File: src/rtl/capwin_pkg.sv
package capwin_pkg;

  typedef enum logic [1:0] {
    GRAB_EVEN  = 2'd0,
    GRAB_ODD   = 2'd1,
    GRAB_FRAME = 2'd2,
    GRAB_PROG  = 2'd3
  } grab_mode_e;

  typedef enum logic [1:0] {
    ST_IDLE = 2'd0,
    ST_WAIT = 2'd1,
    ST_CAP  = 2'd2
  } seq_st_e;

  // Half-open span test [start, start+len); counters up to 16 bits wide.
  function automatic logic in_span(input logic [15:0] pos,
                                   input logic [15:0] start,
                                   input logic [15:0] len);
    logic [16:0] lim;
    lim = {1'b0, start} + {1'b0, len};
    return ({1'b0, pos} >= {1'b0, start}) && ({1'b0, pos} < lim);
  endfunction

  // Does a vertical sync with this field identity open a capture unit?
  function automatic logic opens_unit(input grab_mode_e m, input logic odd);
    case (m)
      GRAB_EVEN:  return !odd;
      GRAB_ODD:   return odd;
      GRAB_FRAME: return !odd;
      default:    return 1'b1;
    endcase
  endfunction

endpackage

File: src/rtl/capwin_scan.sv
module capwin_scan #(
  parameter int XW = 12,
  parameter int YW = 11
) (
  input  logic          clk,
  input  logic          rst_n,
  input  logic          hsync,
  input  logic          vsync,
  input  logic          pix_valid,
  output logic [XW-1:0] xcnt,
  output logic [YW-1:0] ycnt,
  output logic          pix_live
);

  assign pix_live = pix_valid && !hsync && !vsync;

  always_ff @(posedge clk or negedge rst_n) begin
    if (!rst_n) begin
      xcnt <= '0;
      ycnt <= '1;
    end else begin
      if (hsync || vsync)
        xcnt <= '0;
      else if (pix_live && (xcnt != '1))
        xcnt <= xcnt + 1'b1;

      if (vsync)
        ycnt <= '1;
      else if (hsync)
        ycnt <= ycnt + 1'b1;
    end
  end

endmodule

File: src/rtl/capwin_seq.sv
module capwin_seq
  import capwin_pkg::*;
(
  input  logic       clk,
  input  logic       rst_n,
  input  logic       vsync,
  input  logic       field_odd,
  input  grab_mode_e mode,
  input  logic       continuous,
  input  logic       arm,
  input  logic       stop_req,
  output logic       capturing,
  output logic       busy,
  output logic       done,
  output logic       arm_take,
  output logic       unit_end
);

  seq_st_e st;
  logic    second_fld;
  logic    stop_pend;
  logic    opens;
  logic    stop_eff;
  logic    mid_frame;

  assign opens     = opens_unit(mode, field_odd);
  assign capturing = (st == ST_CAP);
  assign busy      = (st != ST_IDLE);
  assign arm_take  = arm && (st == ST_IDLE);
  assign mid_frame = (mode == GRAB_FRAME) && !second_fld;
  assign unit_end  = capturing && vsync && !mid_frame;
  assign stop_eff  = stop_pend || stop_req;

  always_ff @(posedge clk or negedge rst_n) begin
    if (!rst_n) begin
      st         <= ST_IDLE;
      second_fld <= 1'b0;
      stop_pend  <= 1'b0;
      done       <= 1'b0;
    end else begin
      done <= 1'b0;
      case (st)
        ST_IDLE: begin
          stop_pend <= 1'b0;
          if (arm) st <= ST_WAIT;
        end
        ST_WAIT: begin
          if (stop_req) begin
            st <= ST_IDLE;
          end else if (vsync && opens) begin
            st         <= ST_CAP;
            second_fld <= 1'b0;
          end
        end
        ST_CAP: begin
          if (vsync && mid_frame) begin
            second_fld <= 1'b1;
            stop_pend  <= stop_eff;
          end else if (unit_end) begin
            if (continuous && !stop_eff) begin
              st         <= opens ? ST_CAP : ST_WAIT;
              second_fld <= 1'b0;
            end else begin
              st        <= ST_IDLE;
              done      <= 1'b1;
              stop_pend <= 1'b0;
            end
          end else begin
            stop_pend <= stop_eff;
          end
        end
        default: st <= ST_IDLE;
      endcase
    end
  end

endmodule

File: src/rtl/capwin_addr.sv
module capwin_addr #(
  parameter int AW = 20
) (
  input  logic          clk,
  input  logic          rst_n,
  input  logic          load,
  input  logic [AW-1:0] base,
  input  logic          step,
  output logic [AW-1:0] addr
);

  always_ff @(posedge clk or negedge rst_n) begin
    if (!rst_n)
      addr <= '0;
    else if (load)
      addr <= base;
    else if (step)
      addr <= addr + 1'b1;
  end

endmodule

File: src/rtl/capwin_ctrl.sv
module capwin_ctrl
  import capwin_pkg::*;
#(
  parameter int XW = 12,
  parameter int YW = 11,
  parameter int AW = 20
) (
  input  logic          clk,
  input  logic          rst_n,
  input  logic          hsync,
  input  logic          vsync,
  input  logic          field_odd,
  input  logic          pix_valid,
  input  logic          word_stb,
  input  logic [XW-1:0] win_x,
  input  logic [YW-1:0] win_y,
  input  logic [XW-1:0] win_w,
  input  logic [YW-1:0] win_h,
  input  logic [AW-1:0] base_addr,
  input  logic [1:0]    grab_mode,
  input  logic          continuous,
  input  logic          arm,
  input  logic          stop_req,
  output logic          store_en,
  output logic          wr_en,
  output logic [AW-1:0] wr_addr,
  output logic          busy,
  output logic          done
);

  logic [XW-1:0] xcnt;
  logic [YW-1:0] ycnt;
  logic          pix_live;
  logic          capturing;
  logic          arm_take;
  logic          unit_end;
  logic          in_x;
  logic          in_y;

  capwin_scan #(.XW(XW), .YW(YW)) u_scan (
    .clk       (clk),
    .rst_n     (rst_n),
    .hsync     (hsync),
    .vsync     (vsync),
    .pix_valid (pix_valid),
    .xcnt      (xcnt),
    .ycnt      (ycnt),
    .pix_live  (pix_live)
  );

  capwin_seq u_seq (
    .clk        (clk),
    .rst_n      (rst_n),
    .vsync      (vsync),
    .field_odd  (field_odd),
    .mode       (grab_mode_e'(grab_mode)),
    .continuous (continuous),
    .arm        (arm),
    .stop_req   (stop_req),
    .capturing  (capturing),
    .busy       (busy),
    .done       (done),
    .arm_take   (arm_take),
    .unit_end   (unit_end)
  );

  assign in_x     = in_span(16'(xcnt), 16'(win_x), 16'(win_w));
  assign in_y     = in_span(16'(ycnt), 16'(win_y), 16'(win_h));
  assign store_en = capturing && pix_live && in_x && in_y;
  assign wr_en    = capturing && word_stb;

  capwin_addr #(.AW(AW)) u_addr (
    .clk   (clk),
    .rst_n (rst_n),
    .load  (arm_take),
    .base  (base_addr),
    .step  (wr_en),
    .addr  (wr_addr)
  );

endmodule

File: config.mk
export PLATFORM = sky130hd
export DESIGN_NAME = capwin_ctrl
export DESIGN_NICKNAME = d
export VERILOG_FILES = /design/src/rtl/capwin_pkg.sv /design/src/rtl/capwin_scan.sv /design/src/rtl/capwin_seq.sv /design/src/rtl/capwin_addr.sv /design/src/rtl/capwin_ctrl.sv
export SDC_FILE = /design/constraint.sdc
export NUM_CORES = 1
export LEC_CHECK = 0
export ABC_AREA = 1
export BUFFER_PORTS_ARGS = -buffer_cell sky130_fd_sc_hd__buf_2
export CAP_MARGIN = 20
export CORE_MARGIN = 2
export CORE_UTILIZATION = 51
export CTS_BUF_LIST = sky130_fd_sc_hd__clkbuf_4 sky130_fd_sc_hd__clkbuf_8 sky130_fd_sc_hd__clkbuf_16
export DETAILED_ROUTE_END_ITERATION = 8
export PLACE_DENSITY = 0.78
export SLEW_MARGIN = 0
export SYNTH_ARGS = -nofsm -noshare
export SYNTH_HDL_FRONTEND = slang
export SYNTH_SLANG_ARGS = --single-unit
File: constraint.sdc
create_clock -name clk -period 3.62 [get_ports clk]
set_input_delay 0.724 -clock clk [delete_from_list [all_inputs] [get_ports clk]]
set_output_delay 0.724 -clock clk [all_outputs]
set_load 0.02 [all_outputs]
# Word level (Yosys, flattened, before mapping)
# Cells that the tools add are included.
# Widths: inputs -> output; s select.
word_totals:
  elab_cells: 95
  reg_bits: 48
  output_inout_bits: 24
  inputBits: 78
op_classes:
  eq_ne: 14
  add_sub_neg: 5
  reduce_logical: 36
  order_cmp: 4
  muxes: 29
ops:
  columns: ["operator", "count"]
  rows:
  - ["$mux 20", 2]
  - ["$mux 12", 2]
  - ["$mux 11", 2]
  - ["$add 20x1->20 const B", 1]
  - ["$logic_and 1x1->1", 16]
  - ["$mux 2", 7]
  - ["$add 12x12->13", 1]
  - ["$lt 12x13->1", 1]
  - ["$add 11x11->12", 1]
  - ["$add 12x1->12 const B", 1]
  - ["$ge 12x12->1", 1]
  - ["$lt 11x12->1", 1]
  - ["$mux 1", 12]
  - ["$ne 12x12->1 const B", 1]
  - ["$reduce_bool 2->1", 6]
  - ["$add 11x1->11 const B", 1]
  - ["$ge 11x11->1", 1]
  - ["$logic_not 1->1", 6]
  - ["$ne 2x2->1 const B", 3]
  - ["$ne 3x1->1 const B", 2]
  - ["$pmux 1 s2", 3]
  - ["$pmux 2 s3", 1]
  - ["$reduce_and 5->1", 1]
  - ["$eq 2x1->1 const B", 2]
  - ["other kinds (9)", 13]

# Depth between registers and ports, before layout
depth:
  word_depth: 8
  ltp_mapped: 17
  depth_no_buf: 17

# Hierarchy
# From an unflattened synthesis, not the netlist that was laid out.
hier_totals:
  cells_unflattened: 753
  area_unflattened_um2: 5292.6
modules_own_cells:
  columns: ["mod", "area_per_inst_um2", "instances", "cells_per_inst", "seq_area_each_um2"]
  rows:
  - ["capwin_ctrl", 2167.1, 1, 333, 0.0]
  - ["capwin_scan", 1385.1, 1, 168, 589.3]
  - ["capwin_addr", 1356.3, 1, 191, 500.5]
  - ["capwin_seq", 384.1, 1, 61, 125.1]

# Worst setup path after synthesis
# OpenSTA, ideal clock, no wires.
synth_timing:
  path_type: "input-to-output"
  startpoint: "input port win_x[0]"
  endpoint: "output port store_en"
  arrival_ps: 2986
  required_time_ps: 2896
  path_stages: 13
  path_slack_ps: -90
  n_path_buf: 0
  cell_sequence: "ha_1 -> inv_1 -> fa_1 -> o21ai_0 -> a21oi_1 -> nor2_1 -> nor2_1 -> xor2_1 -> ha_1 -> a21o_1 -> nand4_1 -> nand4_1 -> nor2_1"
synth_between:
  elab_chain_cells: 5
  word_cells_on_any_way: 6
  classes_between: "add/sub: 1; order compare: 2; reduce/logical: 3"
synth_lines:
  columns: ["item", "line", "text"]
  rows:
  - ["start, declared", "capwin_ctrl.sv:15", "input logic [XW-1:0] win_x,"]
  - ["$add 12x12->13", "capwin_pkg.sv:21", "lim = {1'b0, start} + {1'b0, len};"]
  - ["$lt 12x13->1", "capwin_pkg.sv:22", "return ({1'b0, pos} >= {1'b0, start}) && ({1'b0, pos} < lim);"]
  - ["$logic_and 1x1->1 *", "capwin_pkg.sv:22", null]
  - ["$logic_and 1x1->1 * (2 in series)", "capwin_ctrl.sv:69", "assign store_en = capturing && pix_live && in_x && in_y;"]
  - ["end, declared", "capwin_ctrl.sv:24", "output logic store_en,"]
# Every way passes the cells marked *; elsewhere a longest branch is shown, timed or not.

# Final worst setup path
layout_timing:
  startpoint: "input port win_w[0]"
  endpoint: "output port store_en"
layout_between:
  elab_chain_cells: 5
layout_lines:
  columns: ["item", "line", "text"]
  rows:
  - ["start, declared", "capwin_ctrl.sv:17", "input logic [XW-1:0] win_w,"]
  - ["$add 12x12->13", "capwin_pkg.sv:21", null]
  - ["$lt 12x13->1", "capwin_pkg.sv:22", null]
  - ["$logic_and 1x1->1", "capwin_pkg.sv:22", null]
  - ["$logic_and 1x1->1 (2 in series)", "capwin_ctrl.sv:69", null]
# Every way passes these cells.

==> flow_metrics.py <==
metrics = {
    "critical_path": {
        "crit_type": "primary input to output pin",
        "critical_path_arrival_ns": 2.96,
        "reg2regPathDepth": 8,
        "required_ns": 2.90,
        "end_kind": "output pin",
        "start_kind": "primary input",
        "r2r-end": "u_addr.addr[6]",
        "rr_startpoint": "u_seq.st[0]",
        "crit_start": "win_w[0]",
        "worstPathMaxFanout": 3,
        "r2r_slack_ns": 1.24,
    },
    "logic_synthesis": {
        "syn_inst": 728,
        "synth_largest_area_cell": "dfrtp_1",
        "synth_warnings": 0,
        "synth_top_area_share_pct": 18.3,
        "synth_flop_cell": "dfrtp_1",
        "synthDistinctLibCells": 44,
        "seq_area_frac_synth_pct": 24.0,
        "ys_ff_latch": 48,
        "async_flop_share_pct": 100,
        "syn-cell-area_sq_um": 5070,
        "synth_edf_count": 0,
        "syn-num-nets": 882,
        "avgSynthCellArea_sq_um": 6.97,
        "synth.area.top_cells": "dfrtp_1 (18%), ha_1 (18%), nand2_1 (12%)",
    },
    "place": {
        "gp_congestion": 0.902,
        "port_buffers": 101,
        "hpwlAfterDp_um": 10500,
    },
    "job": {
        "maxCapViolCount": 0,
    },
    "detailed_routing": {
        "vias": 5410,
        "drcViolationCount": 0,
        "routed_wl_um": 13200,
        "wl_per_cell_um": 13.1,
        "dr.first_iter.drc_count": 319,
        "ant_nets": 0,
        "viasPerCell": 5.38,
        "firstDrtPassIters": 8,
    },
    "cts": {
        "cts_max_level": 2,
        "root_buffer": "clkbuf_8",
        "clk_latency_ns": 0.32,
        "clock_sinks": 48,
        "clockBufferDepth": 2,
        "path_clk_slew_ns": 0.10,
        "cts_buffers": 5,
        "cts_tree": "done",
    },
    "cells_and_area": {
        "area_delta_synth_final_pct": 24.0,
        "fillers": 885,
        "final_cell_mix": "nand2_1 (158), inv_1 (107), buf_2 (98)",
        "drive_above_1_share_pct": 23.1,
        "final_common_cell": "nand2_1",
        "nets": 1025,
        "antenna-diode-count": 0,
    },
    "timing": {
        "max_slew_margin_pct": 60.6,
        "fmaxAchievable_mhz": 272,
        "maxSlewViolCount": 0,
        "layout_setup_ws_ns": -0.0611,
        "fin_crit_ns": 3.68,
        "rsz0062_at_grt": "yes",
        "tightest_slew_ns": 0.590,
        "setup_viol_count_final": 1,
        "skew_ns": 0.0129,
        "hold_ws_ns": 0.306,
        "finalHoldViolations": 0,
        "timing.final.crit_share_pct": 102,
    },
    "floorplan": {
        "die_w_um": 104,
        "placementRows": 36,
        "io_pins": 102,
        "die_area_sq_um": 10800,
        "core_sq_um": 9730,
        "initial_core_util_pct": 52.1,
        "die_y_um": 104,
    },
    "global_routing": {
        "grt.met2_usage_pct": 46.1,
        "gr-usage-all-layers_pct": 24.8,
        "grt_pass1_vias": 5180,
        "overflow": 0,
        "antenna_found_initial": 0,
        "grtUsageMet1_pct": 31.3,
        "grt_pass1_wl_um": 22800,
        "grt_use_met3_pct": 2.77,
        "grt_max_degree": 49,
        "busiest_layer": "met2",
    },
    "outcome": {
        "violations": "negative setup slack",
        "outcome": "complete, but fails checks",
    },
    "power_and_ir_drop": {
        "p_leak_nw": 3.29,
        "p_per_area_nw_per_um2": 438,
        "total_power_mw": 2.76,
        "ir_drop_uv": 292,
    },
    "min_path": {
        "hold_class": "primary input to asynchronous set/reset pin",
    },
}
flip-flops by register name (all words and copies together) (netlist names):
name,flops
u_seq.stop_pend,1
u_seq.done,1
u_scan.xcnt,12
u_addr.addr,20
u_scan.ycnt,11
u_seq.second_fld,1
u_seq.st,2
where the power goes:
group,switching (mW),internal (mW),leakage [nW]
clock network,0.196,0.134,0.0378
registers,0.206,0.691,0.587
logic,0.933,0.595,2.67
total,1.34,1.42,3.29
worst max-delay path, cell delays in order:
cell     delay, ns
buf_6         0.08
ha_4          0.13
inv_4         0.03
fa_2          0.38
o21ai_4       0.20
a21oi_2       0.09
nor2_1        0.14
nor2_1        0.07
xor2_1        0.14
ha_1          0.32
a21o_1        0.17
nand4_1       0.10
nand4_1       0.10
nor2_2        0.15
buf_6         0.13
cell type report:
type                    count  area [sq um]  share of cell area [%]
well taps                 133           166                    2.65
clock buffers               5          68.8                    1.09
inverters                 110           415                    6.61
repair buffers            143           852                    13.5
multi-input cells         563          3550                    56.5
flip-flops and latches     48          1210                    19.3
clock inverters             3          18.8                   0.298
routing by layer:
layer	wire (um)	vias to the layer above	share of wire, %
met5	0	-	0
met1	5800	2501	44
li1	-	2728	-
met2	6610	163	50
met4	137	0	1.0
met3	639	18	4.8
metrics by stage:
step	setup slack [ns]	TNS [ns]	util, %	cells	instance area, sq um
global placement	-0.138	-0.138	61.8	995	6020
CTS	0.00228	0	63.9	1004	6220
floorplan	0.0296	0	-	728	5070
detailed placement	-0.227	-0.227	61.8	995	6020
finish	-0.0611	-0.0611	64.6	1005	6290
global route	-0.181	-0.181	64.6	1005	6290
repair_timing:
action	4_1_cts	5_1_grt
pin swaps	6	12
hold buffers	0	0
resized for setup	23	11
endpoints found under the setup margin	1	1
setup buffers	1	0
kinds of logic after synthesis:
kind of cell	synth area share, %
xor+xnor	5.18
simple gates	28.3
flops	24.0
fa+ha+maj	19.0
buf+inv	8.68
compound gates	14.9
synthesized netlist by cell type, types with 10 or more instances:
| cell | number |
|---|---|
| nand4_1 | 19 |
| nor2_1 | 57 |
| o21ai_0 | 50 |
| nor3_1 | 13 |
| nand3_1 | 48 |
| dfstp_2 | 11 |
| dfrtp_1 | 37 |
| nand2_1 | 159 |
| xor2_1 | 20 |
| inv_1 | 108 |
| xnor2_1 | 10 |
| ha_1 | 74 |
| a21oi_1 | 52 |
worst max-delay path by stage:
stage / to / slack [ns] / cells after the start
final: store_en / -0.06 / 15
after detailed placement: store_en / -0.23 / 15
after floorplan: store_en / 0.03 / 13
after global routing: store_en / -0.18 / 15
after CTS: store_en / 0.002 / 14
after global placement: store_en / -0.14 / 15
No activity file was read; power rests on OpenSTA's default activity.
